<file path="src/rtl/tpe_pkg.sv">
package tpe_pkg;

    typedef enum logic [1:0] {
        ST_IDLE = 2'd0,
        ST_SCAN = 2'd1,
        ST_DONE = 2'd2
    } tpe_state_e;

endpackage

</file>
<file path="src/rtl/tpe_quant.sv">
// Power-to-level quantiser for one core.
module tpe_quant #(
    parameter int PWR_W = 8,
    parameter int LVL_W = 2
) (
    input  logic [PWR_W-1:0] pwr,
    output logic [LVL_W-1:0] lvl
);

    logic [LVL_W-1:0] top_bits;

    assign top_bits = pwr[PWR_W-1 -: LVL_W];

    always_comb begin
        if (pwr == '0) begin
            lvl = '0;
        end else if (top_bits == '0) begin
            lvl = LVL_W'(1);
        end else begin
            lvl = top_bits;
        end
    end

endmodule

</file>
<file path="src/rtl/tpe_table.sv">
// Steady-state temperature table: one write port, one combinational read port.
module tpe_table #(
    parameter int IDX_W  = 6,
    parameter int TEMP_W = 8
) (
    input  logic              clk,
    input  logic              wr_en,
    input  logic [IDX_W-1:0]  wr_addr,
    input  logic [TEMP_W-1:0] wr_data,
    input  logic [IDX_W-1:0]  rd_addr,
    output logic [TEMP_W-1:0] rd_data
);

    localparam int DEPTH = 1 << IDX_W;

    logic [TEMP_W-1:0] entry_q [DEPTH];

    always_ff @(posedge clk) begin
        if (wr_en) begin
            entry_q[wr_addr] <= wr_data;
        end
    end

    assign rd_data = entry_q[rd_addr];

endmodule

</file>
<file path="src/rtl/tpe_seq.sv">
// Scan sequencer: one lookup per core, running maximum, publish and overrun.
module tpe_seq
    import tpe_pkg::*;
#(
    parameter int NCORES = 4,
    parameter int IDX_W  = 6,
    parameter int TEMP_W = 8
) (
    input  logic                    clk,
    input  logic                    rst_n,
    input  logic                    start_req,
    input  logic [NCORES*IDX_W-1:0] idx_all,
    input  logic [TEMP_W-1:0]       rd_data,
    output logic [IDX_W-1:0]        rd_addr,
    output logic                    capture,
    output logic                    busy,
    output logic [TEMP_W-1:0]       temp_q,
    output logic                    valid_q,
    output logic                    overrun_q
);

    localparam int CNT_W = (NCORES > 1) ? $clog2(NCORES) : 1;
    localparam logic [CNT_W-1:0] LAST_CORE = CNT_W'(NCORES - 1);

    tpe_state_e        state_q, state_d;
    logic [CNT_W-1:0]  core_q;
    logic [TEMP_W-1:0] max_q;

    assign busy    = (state_q != ST_IDLE);
    assign capture = start_req && !busy;
    assign rd_addr = idx_all[core_q*IDX_W +: IDX_W];

    // State register
    always_ff @(posedge clk or negedge rst_n) begin
        if (!rst_n) begin
            state_q <= ST_IDLE;
        end else begin
            state_q <= state_d;
        end
    end

    // Transitions: accept, next core, last core, publish
    always_comb begin
        state_d = state_q;
        unique case (state_q)
            ST_IDLE: if (start_req) state_d = ST_SCAN;
            ST_SCAN: if (core_q == LAST_CORE) state_d = ST_DONE;
            ST_DONE: state_d = ST_IDLE;
            default: state_d = ST_IDLE;
        endcase
    end

    // Datapath and outputs
    always_ff @(posedge clk or negedge rst_n) begin
        if (!rst_n) begin
            core_q    <= '0;
            max_q     <= '0;
            temp_q    <= '0;
            valid_q   <= 1'b0;
            overrun_q <= 1'b0;
        end else begin
            valid_q <= 1'b0;
            if (start_req && busy) begin
                overrun_q <= 1'b1;
            end
            unique case (state_q)
                ST_IDLE: begin
                    if (start_req) begin
                        core_q <= '0;
                        max_q  <= '0;
                    end
                end
                ST_SCAN: begin
                    if (rd_data > max_q) begin
                        max_q <= rd_data;
                    end
                    if (core_q != LAST_CORE) begin
                        core_q <= core_q + 1'b1;
                    end
                end
                ST_DONE: begin
                    temp_q  <= max_q;
                    valid_q <= 1'b1;
                end
                default: begin
                    core_q <= '0;
                end
            endcase
        end
    end

endmodule

</file>
<file path="src/rtl/tile_temp_emu.sv">
// Tile temperature emulator: quantise, index by neighbourhood, look up, take maximum.
module tile_temp_emu
    import tpe_pkg::*;
#(
    parameter int NCORES = 4,
    parameter int PWR_W  = 8,
    parameter int LVL_W  = 2,
    parameter int TEMP_W = 8
) (
    input  logic                    clk,
    input  logic                    rst_n,
    input  logic                    pwr_valid,
    input  logic [NCORES*PWR_W-1:0] pwr_in,
    input  logic                    tbl_wr,
    input  logic [3*LVL_W-1:0]      tbl_addr,
    input  logic [TEMP_W-1:0]       tbl_data,
    output logic [TEMP_W-1:0]       tile_temp,
    output logic                    temp_valid,
    output logic                    overrun
);

    localparam int IDX_W = 3 * LVL_W;

    logic [LVL_W-1:0]        lvl_d [NCORES];
    logic [LVL_W-1:0]        lvl_q [NCORES];
    logic [NCORES*IDX_W-1:0] idx_all;
    logic [IDX_W-1:0]        rd_addr;
    logic [TEMP_W-1:0]       rd_data;
    logic                    capture;
    logic                    busy;

    for (genvar c = 0; c < NCORES; c++) begin : g_core
        logic [LVL_W-1:0] left_lvl;
        logic [LVL_W-1:0] right_lvl;

        tpe_quant #(
            .PWR_W (PWR_W),
            .LVL_W (LVL_W)
        ) u_quant (
            .pwr (pwr_in[c*PWR_W +: PWR_W]),
            .lvl (lvl_d[c])
        );

        always_ff @(posedge clk or negedge rst_n) begin
            if (!rst_n) begin
                lvl_q[c] <= '0;
            end else if (capture) begin
                lvl_q[c] <= lvl_d[c];
            end
        end

        if (c == 0) begin : g_left_edge
            assign left_lvl = '0;
        end else begin : g_left_in
            assign left_lvl = lvl_q[c-1];
        end

        if (c == NCORES - 1) begin : g_right_edge
            assign right_lvl = '0;
        end else begin : g_right_in
            assign right_lvl = lvl_q[c+1];
        end

        assign idx_all[c*IDX_W +: IDX_W] = {lvl_q[c], left_lvl, right_lvl};
    end

    tpe_table #(
        .IDX_W  (IDX_W),
        .TEMP_W (TEMP_W)
    ) u_table (
        .clk     (clk),
        .wr_en   (tbl_wr),
        .wr_addr (tbl_addr),
        .wr_data (tbl_data),
        .rd_addr (rd_addr),
        .rd_data (rd_data)
    );

    tpe_seq #(
        .NCORES (NCORES),
        .IDX_W  (IDX_W),
        .TEMP_W (TEMP_W)
    ) u_seq (
        .clk       (clk),
        .rst_n     (rst_n),
        .start_req (pwr_valid),
        .idx_all   (idx_all),
        .rd_data   (rd_data),
        .rd_addr   (rd_addr),
        .capture   (capture),
        .busy      (busy),
        .temp_q    (tile_temp),
        .valid_q   (temp_valid),
        .overrun_q (overrun)
    );

endmodule

</file>
<file path="config.mk">
export PLATFORM = sky130hd
export DESIGN_NAME = tile_temp_emu
export DESIGN_NICKNAME = d
export VERILOG_FILES = /design/src/rtl/tpe_pkg.sv /design/src/rtl/tpe_quant.sv /design/src/rtl/tpe_table.sv /design/src/rtl/tpe_seq.sv /design/src/rtl/tile_temp_emu.sv
export SDC_FILE = /design/constraint.sdc
export NUM_CORES = 1
export LEC_CHECK = 0
export ABC_CLOCK_PERIOD_IN_PS = 7850
export BUFFER_PORTS_ARGS = -buffer_cell sky130_fd_sc_hd__buf_2
export CAP_MARGIN = 10
export CORE_ASPECT_RATIO = 0.75
export CORE_MARGIN = 4
export CORE_UTILIZATION = 30
export CTS_BUF_LIST = sky130_fd_sc_hd__clkbuf_2
export CTS_CLUSTER_DIAMETER = 200
export CTS_CLUSTER_SIZE = 16
export DETAILED_ROUTE_END_ITERATION = 10
export PLACE_DENSITY = 0.45
export SYNTH_ARGS = -nofsm -noshare
export SYNTH_HDL_FRONTEND = slang
export SYNTH_HIERARCHICAL = 1
export SYNTH_SLANG_ARGS = --single-unit
</file>
<file path="constraint.sdc">
create_clock -name clk -period 7.85 [get_ports clk]
set_clock_uncertainty 0.1 [all_clocks]
set_input_delay 1.1775 -clock clk [delete_from_list [all_inputs] [get_ports clk]]
set_output_delay 1.1775 -clock clk [all_outputs]
set_load 0.03 [all_outputs]
</file>
* Word level (Yosys, flattened, before mapping) *
Memory sizes are Yosys's and may differ from the RTL's.
Cells that the tools add are included.

word-level totals
  register bits after elaboration = 30
  output and inout bits = 10
  bits in writable memories = 512
  memories kept = 1
  bits of input ports = 50
  logic and storage cells = 61

cells by class
  equal/unequal tests = 8
  $lt $le $gt $ge = 1
  muxes and demuxes = 20
  $add $sub $neg = 1
  reductions and logical operators = 17
  shift operators = 1
  bitwise gates (word level) = 1
  $mul = 1

memories
  memory           depth  bits a word  read ports  clocked after Yosys merged registers in  wr ports  RTL line         text
  u_table.entry_q  64     8            1           0                                        1         tpe_table.sv:16  logic [TEMP_W-1:0] entry_q [DEPTH];

operators with widths
  kind                                               number
  zero test 8 bit                                    4
  two-way mux 2 bit                                  12
  variable part select 24 x 6 -> 6 bit               1
  two-way mux 8 bit                                  2
  case mux 8 bit (2 select lines)                    1
  zero test 2 bit                                    5
  greater-than comparator 8 bit                      1
  != test 2 x 1 -> 1 bit (second input constant)     3
  case mux 2 bit (3 select lines)                    1
  AND reduction 3 bit                                2
  == test 2 bit (second input constant)              2
  multiplier 2 x 2 -> 4 bit (second input constant)  1
  != test 2 bit (second input constant)              2
  case mux 2 bit (2 select lines)                    1
  nonzero test 2 bit                                 2
  two-way mux 1 bit                                  3
  adder 2 x 1 -> 2 bit (second input constant)       1
  == test 2 x 1 -> 1 bit (second input constant)     1
  logical AND 1 bit                                  2
  AND reduction 2 bit                                1
  zero test 1 bit                                    1
  inverter 1 bit                                     1

* Longest topological paths before layout *
Gate-level depths: netlist of the first run.
An unclocked memory read counts as a cell.

  depth in word-level cells = 6
  gate-level depth with buffers = 18
  mapped depth without buffers = 13

* By module *
The synthesis of the first run kept the hierarchy.

by module, submodules not included
  module         sequential area each (µm²)  cells an instance  instances  area an instance (µm²)
  tpe_table      15,374.7                    932                1          20,006.7
  tpe_seq        550.5                       121                1          1,258.7
  tile_temp_emu  200.2                       18                 1          335.3
  tpe_quant      0.0                         5                  4          32.5

* Worst setup path after synthesis of the first run *
Ideal clock, no wire load.

  path type = reg2reg
  from = reg u_seq.core_q[0]
  to = reg u_seq.max_q[0]
  setup slack = 4.000 ns
  clock period less this slack = 3.850 ns
  stages on the path, launching flop included = 16
  data required time = 7.671 ns
  setup time = 0.079 ns
  data arrival time = 3.670 ns
  buffers on the path = 4
  cells stage by stage = dfrtp_1 > buf_2 > mux4_2 > buf_4 > buf_2 > buf_2 > mux4_2 > mux4_2 > o21ai_1 > o41ai_1 > ha_1 > nand4_1 > o21ai_0 > a21oi_1 > nor2_4 > mux2i_1

between the ends
  cells in the longest elaborated chain, start to end = 6
  elaborated cells between the ends (all ways) = 8
  classes of those cells = mul (1); order compare (1); eq/ne (1); shift (1); mux (2); reduce/logical (1); memory (1)

RTL lines
  element                               RTL line             text
  start, declared                       tpe_seq.sv:26        logic [CNT_W-1:0] core_q;
  start signal, assigned                tpe_seq.sv:78        core_q <= core_q + 1'b1;
  multiplier 2 x 2 -> 4 bit             tpe_seq.sv:31        assign rd_addr = idx_all[core_q*IDX_W +: IDX_W];
  variable part select 24 x 6 -> 6 bit  tpe_seq.sv:31
  named net rd_addr[1]                  tile_temp_emu.sv:27  logic [IDX_W-1:0] rd_addr;
  memory read (64 x 8 bit)              n/a
  named net rd_data[3]                  tile_temp_emu.sv:28  logic [TEMP_W-1:0] rd_data;
  greater-than comparator 8 bit         tpe_seq.sv:74        if (rd_data > max_q) begin
  != test 2 x 1 -> 1 bit (no line)      n/a
  AND reduction 3 bit (no line)         n/a
  end signal, assigned                  tpe_seq.sv:75        max_q <= rd_data;
  end, declared                         tpe_seq.sv:27        logic [TEMP_W-1:0] max_q;

The timed path passes the listed nets, and every way through them passes these cells. The select of a mux whose other input is x is not followed.
A chain may end at the register's enable or synchronous reset.

* Final worst setup path of the first run *
Same ends and word-level chain as after synthesis.

==> results.tsv, run 1 <==
stage	metric	value	unit
logic_synthesis	syn_area	0.0217	mm²
clock_network	cts_buffers	39	
logic_synthesis	async_flop_share	5.54	%
pwr	irDropWorstVdd	0.000282	V
clock_network	cts_setup_buffers	0	
global_route	grt_pass1_vias	10700	
route	antenna_left	0	
placement	placement.io_buffers	59	
clock_network	cts_max_level	2	
clock_network	clockBufferDepth	3	
global_route	grt_max_degree	65	
cells_and_area	final_cell_mix	edfxtp_1 (512), mux4_2 (129), nor2_1 (84), buf_2 (59), clkbuf_2 (55)	
route	wire_per_inst	25.4	µm
route	drc	0	
sta	maxSlewHeadroom	20.8	%
setup_path	rrSetupSlack	2.64	ns
floorplanning	fp-row-count	85	
global_route	grt_overflow	0	
cells_and_area	drive_gt1_share	25.2	%
placement	hpwlAfterDp	33400	µm
clock_network	clock_latency	1.03	ns
cells_and_area	final_nets	1207	
logic_synthesis	synth_ff_type	edfxtp_1	
pwr	finalPower	0.00820	W
sta	finalCriticalPeriod	5.21	ns
logic_synthesis	synth.yosys.seq_area_share	74.2	%
logic_synthesis	syn_inst	1091	
status	status	completed	
pwr	pwr_density_cell	352	mW/mm²
sta	slew_viol_final	0	
cells_and_area	area_growth	7.23	%
sta	tightestPinTransition	1.19	ns
floorplanning	start_util	30.3	%
setup_path	start_kind	register	
logic_synthesis	synth_cell_type_count	52	
logic_synthesis	avgSynthCellArea	19.9	µm²
pwr	p_leak	7.31	nW
sta	fin_crit_sh	66.3	%
floorplanning	die-width	319	µm
sta	fmax	192	MHz
cells_and_area	finish.utilization	32.5	%
floorplanning	die_area	0.0769	mm²
sta	rsz0062_at_grt	no	
route	drt-vias-per-instance	5.00	
clock_network	cts_sinks	542	
clock_network	clk_pin_slew	0.30	ns
clock_network	post_cts_resized	0	
cells_and_area	final_common_cell	edfxtp_1	
floorplanning	die_h	241	µm
floorplanning	io_pins	60	
setup_path	critPathMaxFanout	58	
setup_path	crit_type	register to register	
route	first_pass_iters	5	
sta	setup-violations-final	0	
floorplanning	core	0.0718	mm²
route	via_count	10600	
logic_synthesis	synth_top_area_cell	edfxtp_1	
global_route	grt_antenna_before_repair	5	
logic_synthesis	yosysWarnings	6	
job	drv_cap	0	
placement	pre_cts_ws	2.61	ns
clock_network	tritoncts	done	
worst_hold_path	hold_path_class	input pin to register	
route	drt_wl_total	54000	µm
global_route	grt_pass1_wl	78300	µm
clock_network	cts-root-buf	clkbuf_2	
sta	hold_violations	0	
setup_path	required	8.72	ns
logic_synthesis	synth-seq-cells	542	
sta	layout_setup_ws	2.64	ns
global_route	grt_util_all_layers	14.0	%
logic_synthesis	synth_edf_count	512	
setup_path	arrival	6.08	ns
logic_synthesis	synth.area.top_cells	edfxtp_1 (71%), mux4_2 (14%), dfrtp_1 (3.5%)	
sta	setup_tns	0	ns
logic_synthesis	synth_top_cell_area_share	70.8	%
sta	fin_hold_ws	0.270	ns
route	first_iter_violations	1132	
placement	gp_routability_congestion	0.770	
setup_path	cp-end-kind	register	
==> kinds of logic (layout without fill, tap and decap cells) <==
| group | count (synthesis) | count (layout) | share of synthesized area, % |
|---|---|---|---|
| XOR/XNOR | 1 | 1 | 0.0403 |
| flip-flops | 542 | 542 | 74.2 |
| AO/OA/AOI/OAI | 77 | 77 | 2.54 |
| AND/OR/NAND/NOR | 201 | 201 | 4.34 |
| buffers and inverters | 74 | 143 | 1.91 |
| multiplexers | 186 | 186 | 16.4 |
| adder cells (fa/ha/maj) | 9 | 9 | 0.518 |
| other | 1 | 7 | 0.0173 |
==> synth_stat cells (5+ instances only) <==
cell	n
edfxtp_1	512
o221ai_1	8
nand3_1	13
dfrtp_1	30
mux2_2	14
a221oi_1	6
inv_1	13
o21ai_0	13
buf_1	5
o22ai_1	8
mux2i_1	32
nor3_1	11
buf_4	13
ha_1	9
a21oi_1	10
nor2b_1	19
nor2_1	84
mux4_2	132
nand2b_1	8
buf_6	5
mux2_4	8
nand2_1	47
clkbuf_1	22
buf_2	14
==> flip-flops by register name, indices dropped and copies added (netlist names) <==
signal / count
g_core.left_lvl: 2
g_core.right_lvl: 6
u_seq/core_q: 2
u_seq/max_q: 8
u_seq/overrun_q: 1
u_seq/state_q: 2
u_seq/temp_q: 8
u_seq/valid_q: 1
u_table/entry_q: 512
==> worst max-delay path, cell delays in order (launching register included) <==
cell,delay (ns)
dfrtp_1,0.69
mux4_4,0.93
buf_12,0.46
mux4_2,0.58
mux2_2,0.28
o221a_2,0.30
nor3_1,0.23
o32ai_1,0.15
ha_1,0.35
nand4_1,0.14
o21ai_0,0.21
a21oi_1,0.10
nor2_4,0.31
mux2i_1,0.23
==> metal layers <==
metal  share of wire, %  GRT usage, %  vias up
li1                   -             -     4540
met1                 50          21.8     5748
met2                 43          20.0      255
met3                5.0          2.68       75
met4                2.1          3.68        0
met5                  0             0        -
==> metrics by stage <==
stage / std cells / instance area, µm²
floorplan: 1094 / 21700
global placement: 2063 / 23000
detailed placement: 2063 / 23000
CTS: 2120 / 23300
global route: 2123 / 23300
finish: 2123 / 23300
==> cell type report <==
cell class	instances	area, µm²
Inverter	13	48.8
Tap cell	957	1200
Antenna cell	3	7.51
Timing Repair Buffer	74	423
Sequential cell	542	16100
Clock buffer	55	275
Multi-Input combinational cell	478	5220
Fill cell	6878	48500
Clock inverter	1	3.75
==> worst paths after layout <==
path	startpoint	cells past startpoint	endpoint
max reg2reg	u_seq/core_q[0]	13	u_seq/max_q[0]
min reg2reg	u_seq/overrun_q	1	u_seq/overrun_q
max in group asynchronous	rst_n	2	g_core[0].right_lvl[1]
min	pwr_in[7]	2	g_core[1].left_lvl[1]
min in group asynchronous	rst_n	2	u_seq/state_q[0]
max	u_seq/core_q[0]	13	u_seq/max_q[0]
==> what timing repair did <==
action | in CTS | in global routing
endpoints found under the setup margin | 0 | 0
hold endpoints to repair | 30 | 0
hold buffers | 1 | 0
==> report_power, final <==
group          internal [W]  switching, W  leakage (nW)  total, W
logic               0.00165       0.00221          2.10   0.00386
registers           0.00325     0.0000621          4.98   0.00331
clock network      0.000178      0.000855         0.230   0.00103
total               0.00507       0.00312          7.31   0.00820
(Power assumes the default switching activity.)
==> run 2, diff against run 1 <==
--- a/config.mk
+++ b/config.mk
@@ -5,7 +5,8 @@
 export SDC_FILE = /design/constraint.sdc
 export NUM_CORES = 1
 export LEC_CHECK = 0
-export ABC_CLOCK_PERIOD_IN_PS = 7850
+export ABC_AREA = 1
+export ABC_CLOCK_PERIOD_IN_PS = 4800
 export BUFFER_PORTS_ARGS = -buffer_cell sky130_fd_sc_hd__buf_2
 export CAP_MARGIN = 10
 export CORE_ASPECT_RATIO = 0.75
==> constraint.sdc (replaced) <==
create_clock -name clk -period 4.8 [get_ports clk]
set_clock_uncertainty 0.1 [all_clocks]
set_input_delay 0.72 -clock clk [delete_from_list [all_inputs] [get_ports clk]]
set_output_delay 0.72 -clock clk [all_outputs]
set_load 0.03 [all_outputs]
==> run 2 against run 1 <==
- sequential power grew 63%
- via count increased by 45%
- register-to-register slack lost 2.0 ns
==> results.tsv, run 2 <==
stage	metric	value	unit	change
status	status	completed		unchanged
floorplanning	die_h	248	µm	was 241 µm
clock_network	hold_buffers	27		was 1
global_route	grt_util_all_layers	16.2	%	was 14.0%
global_route	grt_antenna_before_repair	6		was 5
sta	fin_crit_sh	86.8	%	was 66.3%
sta	maxSlewHeadroom	32.7	%	was 20.8%
cells_and_area	largest_reg_flops	512		unchanged
global_route	grt_max_degree	129		was 65
logic_synthesis	synth_commonest_cells	nand2_1 (720), edfxtp_1 (512), nand3_1 (447)		was edfxtp_1 (512), mux4_2 (132), nor2_1 (84)
clock_network	cts_setup_buffers	0		unchanged
floorplanning	start_util	30.4	%	was 30.3%
sta	slew_viol_final	0		unchanged
clock_network	clk_pin_slew	0.31	ns	was 0.30 ns
logic_synthesis	syn_inst	2051		was 1091
pwr	irDropWorstVdd	0.000888	V	was 0.000282 V
global_route	grt_pass1_vias	14600		was 10700
clock_network	clockBufferDepth	3		unchanged
route	m1WireLength	33400	µm	was 26900 µm
route	dr.max_layer_used	met4		unchanged
logic_synthesis	avgSynthCellArea	11.2	µm²	was 19.9 µm²
clock_network	cts_buffers	39		unchanged
setup_path	arrival	5.11	ns	was 6.08 ns
logic_synthesis	async_flop_share	5.54	%	unchanged
logic_synthesis	synth_cell_type_count	27		was 52
route	drt_wl_total	66400	µm	was 54000 µm
floorplanning	fp-row-count	87		was 85
pwr	pwr_density_cell	670	mW/mm²	was 352 mW/mm²
floorplanning	die-width	327	µm	was 319 µm
route	dr_wl_met3	3540	µm	was 2720 µm
pwr	sequentialPowerShare	32.6	%	was 40.3%
clock_network	cts_sinks	542		unchanged
global_route	grt_overflow	0		unchanged
clock_network	post_cts_resized	0		unchanged
pwr	netSwitchingFraction	50.1	%	was 38.1%
floorplanning	die_area	0.0811	mm²	was 0.0769 mm²
cells_and_area	area_growth	7.91	%	was 7.23%
route	via_count	15400		was 10600
cells_and_area	final_cell_mix	nand2_1 (720), edfxtp_1 (512), nand3_1 (447), nor2_1 (104), buf_2 (59)		was edfxtp_1 (512), mux4_2 (129), nor2_1 (84), buf_2 (59), clkbuf_2 (55)
route	route.met2.wl	28300	µm	was 23300 µm
placement	placement.io_buffers	59		unchanged
setup_path	cp-end-kind	register		unchanged
setup_path	start_kind	register		unchanged
sta	fmax	240	MHz	was 192 MHz
pwr	p_leak	8.99	nW	was 7.31 nW
cells_and_area	top_regs	u_table/entry_q (512), u_seq/max_q (8), u_seq/temp_q (8)		unchanged
logic_synthesis	synth_top_cell_area_share	67.0	%	was 70.8%
logic_synthesis	synth.yosys.seq_area_share	70.2	%	was 74.2%
floorplanning	core	0.0755	mm²	was 0.0718 mm²
clock_network	tritoncts	done		unchanged
sta	setup-violations-final	0		unchanged
pwr	power.internal	0.00827	W	was 0.00507 W
setup_path	critPathMaxFanout	128		was 58
setup_path	required	5.74	ns	was 8.72 ns
job	drv_cap	0		unchanged
sta	setup_tns	0	ns	unchanged
logic_synthesis	synth_edf_count	512		unchanged
route	first_pass_iters	8		was 5
cells_and_area	finish.utilization	32.8	%	was 32.5%
clock_network	cts-root-buf	clkbuf_2		unchanged
cells_and_area	drive_gt1_share	8.41	%	was 25.2%
logic_synthesis	synth-seq-cells	542		unchanged
worst_hold_path	hold_path_class	input pin to register		unchanged
floorplanning	io_pins	60		unchanged
logic_synthesis	yosysWarnings	6		unchanged
sta	rsz0062_at_grt	no		unchanged
setup_path	crit_type	register to register		unchanged
route	antenna_left	0		unchanged
cells_and_area	finalNonFillerCells	3146		was 2123
logic_synthesis	synth_ff_type	edfxtp_1		unchanged
pwr	power_frac_clock	10.7	%	was 12.6%
pwr	switchingPower	0.00832	W	was 0.00312 W
clock_network	cts_max_level	2		unchanged
sta	tightestPinTransition	1.01	ns	was 1.19 ns
cells_and_area	design_area	0.0248	mm²	was 0.0233 mm²
logic_synthesis	syn_area	0.0230	mm²	was 0.0217 mm²
logic_synthesis	synth.most_common_cell	nand2_1		was edfxtp_1
global_route	grt_pass1_wl	99200	µm	was 78300 µm
route	first_iter_violations	1581		was 1132
placement	gp_routability_congestion	0.812		was 0.770
placement	dpl_cell_area	0.0242	mm²	was 0.0230 mm²
route	drt-vias-per-instance	4.90		was 5.00
route	wire_per_inst	21.1	µm	was 25.4 µm
sta	finalCriticalPeriod	4.17	ns	was 5.21 ns
placement	dpl.cell_count	3056		was 2063
logic_synthesis	synth.area.top_cells	edfxtp_1 (67%), nand2_1 (12%), nand3_1 (9.7%)		was edfxtp_1 (71%), mux4_2 (14%), dfrtp_1 (3.5%)
placement	hpwlAfterDp	39600	µm	was 33400 µm
pwr	power_frac_comb	56.7	%	was 47.1%
cells_and_area	final_common_cell	nand2_1		was edfxtp_1
sta	hold_violations	0		unchanged
logic_synthesis	synth_top_area_cell	edfxtp_1		unchanged
cells_and_area	final_nets	2160		was 1207
clock_network	clock_latency	1.15	ns	was 1.03 ns
cells_and_area	largest_register	u_table/entry_q		unchanged
pwr	finalPower	0.0166	W	was 0.00820 W
route	drc	0		unchanged
## run 2: final timing paths
path	from	endpoint	slack, ns	depth (start not counted)
min in group asynchronous	rst_n	u_seq/max_q[3]	0.46	4
max in group asynchronous	rst_n	u_seq/max_q[5]	3.95	4
worst min register to register	u_seq/overrun_q	u_seq/overrun_q	0.40	1
worst max-delay path	u_seq/core_q[0]	u_seq/max_q[0]	0.63	20
worst max register to register	u_seq/core_q[0]	u_seq/max_q[0]	0.63	20
worst min-delay path	tbl_data[4]	u_table/entry_q[38][4]	0.17	1
## run 2: per-layer routing
layer	GRT usage, %	up-vias
li1	-	7168
met1	25.2	7792
met2	23.7	401
met3	2.77	69
met4	3.60	0
met5	0	-
## run 2: final cells by class
type	instances	area [µm²]
Inverter	47	184
Tap cell	1023	1280
Clock buffer	56	280
Antenna cell	6	15.0
Timing Repair Buffer	129	1040
Clock inverter	1	3.75
Sequential cell	542	16100
Fill cell	7716	50800
Multi-Input combinational cell	1342	5850
## run 2: critical path: stages (launching register included)
cell     delay [ns]
dfrtp_1        0.59
inv_2          0.24
o21ai_0        0.18
o22ai_4        0.20
buf_12         0.45
nand3_1        0.19
nand3_1        0.15
nand2_1        0.06
nand2_1        0.11
nand3_1        0.15
nand3_1        0.20
nand2_1        0.10
ha_1           0.33
a21oi_1        0.19
nand2_1        0.08
nand2_1        0.07
nand2_2        0.06
nand2_4        0.11
nand2_4        0.09
nand2_1        0.08
nand2_1        0.06
## run 2: cells by family after synthesis
kind of cell	Yosys count	synth area share (%)
AND/OR/NAND/NOR	1295	23.9
buffers and inverters	170	4.53
flip-flops	542	70.2
other	1	0.0163
AO/OA/AOI/OAI	34	0.812
adder cells (fa/ha/maj)	9	0.490
## run 2: through the flow
stage	hold WS [ns]	worst slack, ns
finish	0.175	0.633
global route	0.0784	0.240
CTS	0.0456	0.687
detailed placement	0.347	0.731
global placement	0.340	0.781
floorplan	0.324	1.86
## run 2: power groups by stage
stage	clock, W	combinational, W	sequential, W
finish	0.00177	0.00941	0.00541
global route	0.00205	0.0104	0.00543
CTS	0.00187	0.00942	0.00542
detailed placement	0	0.00936	0.00552
global placement	0	0.00937	0.00551
floorplan	0	0.00659	0.00554
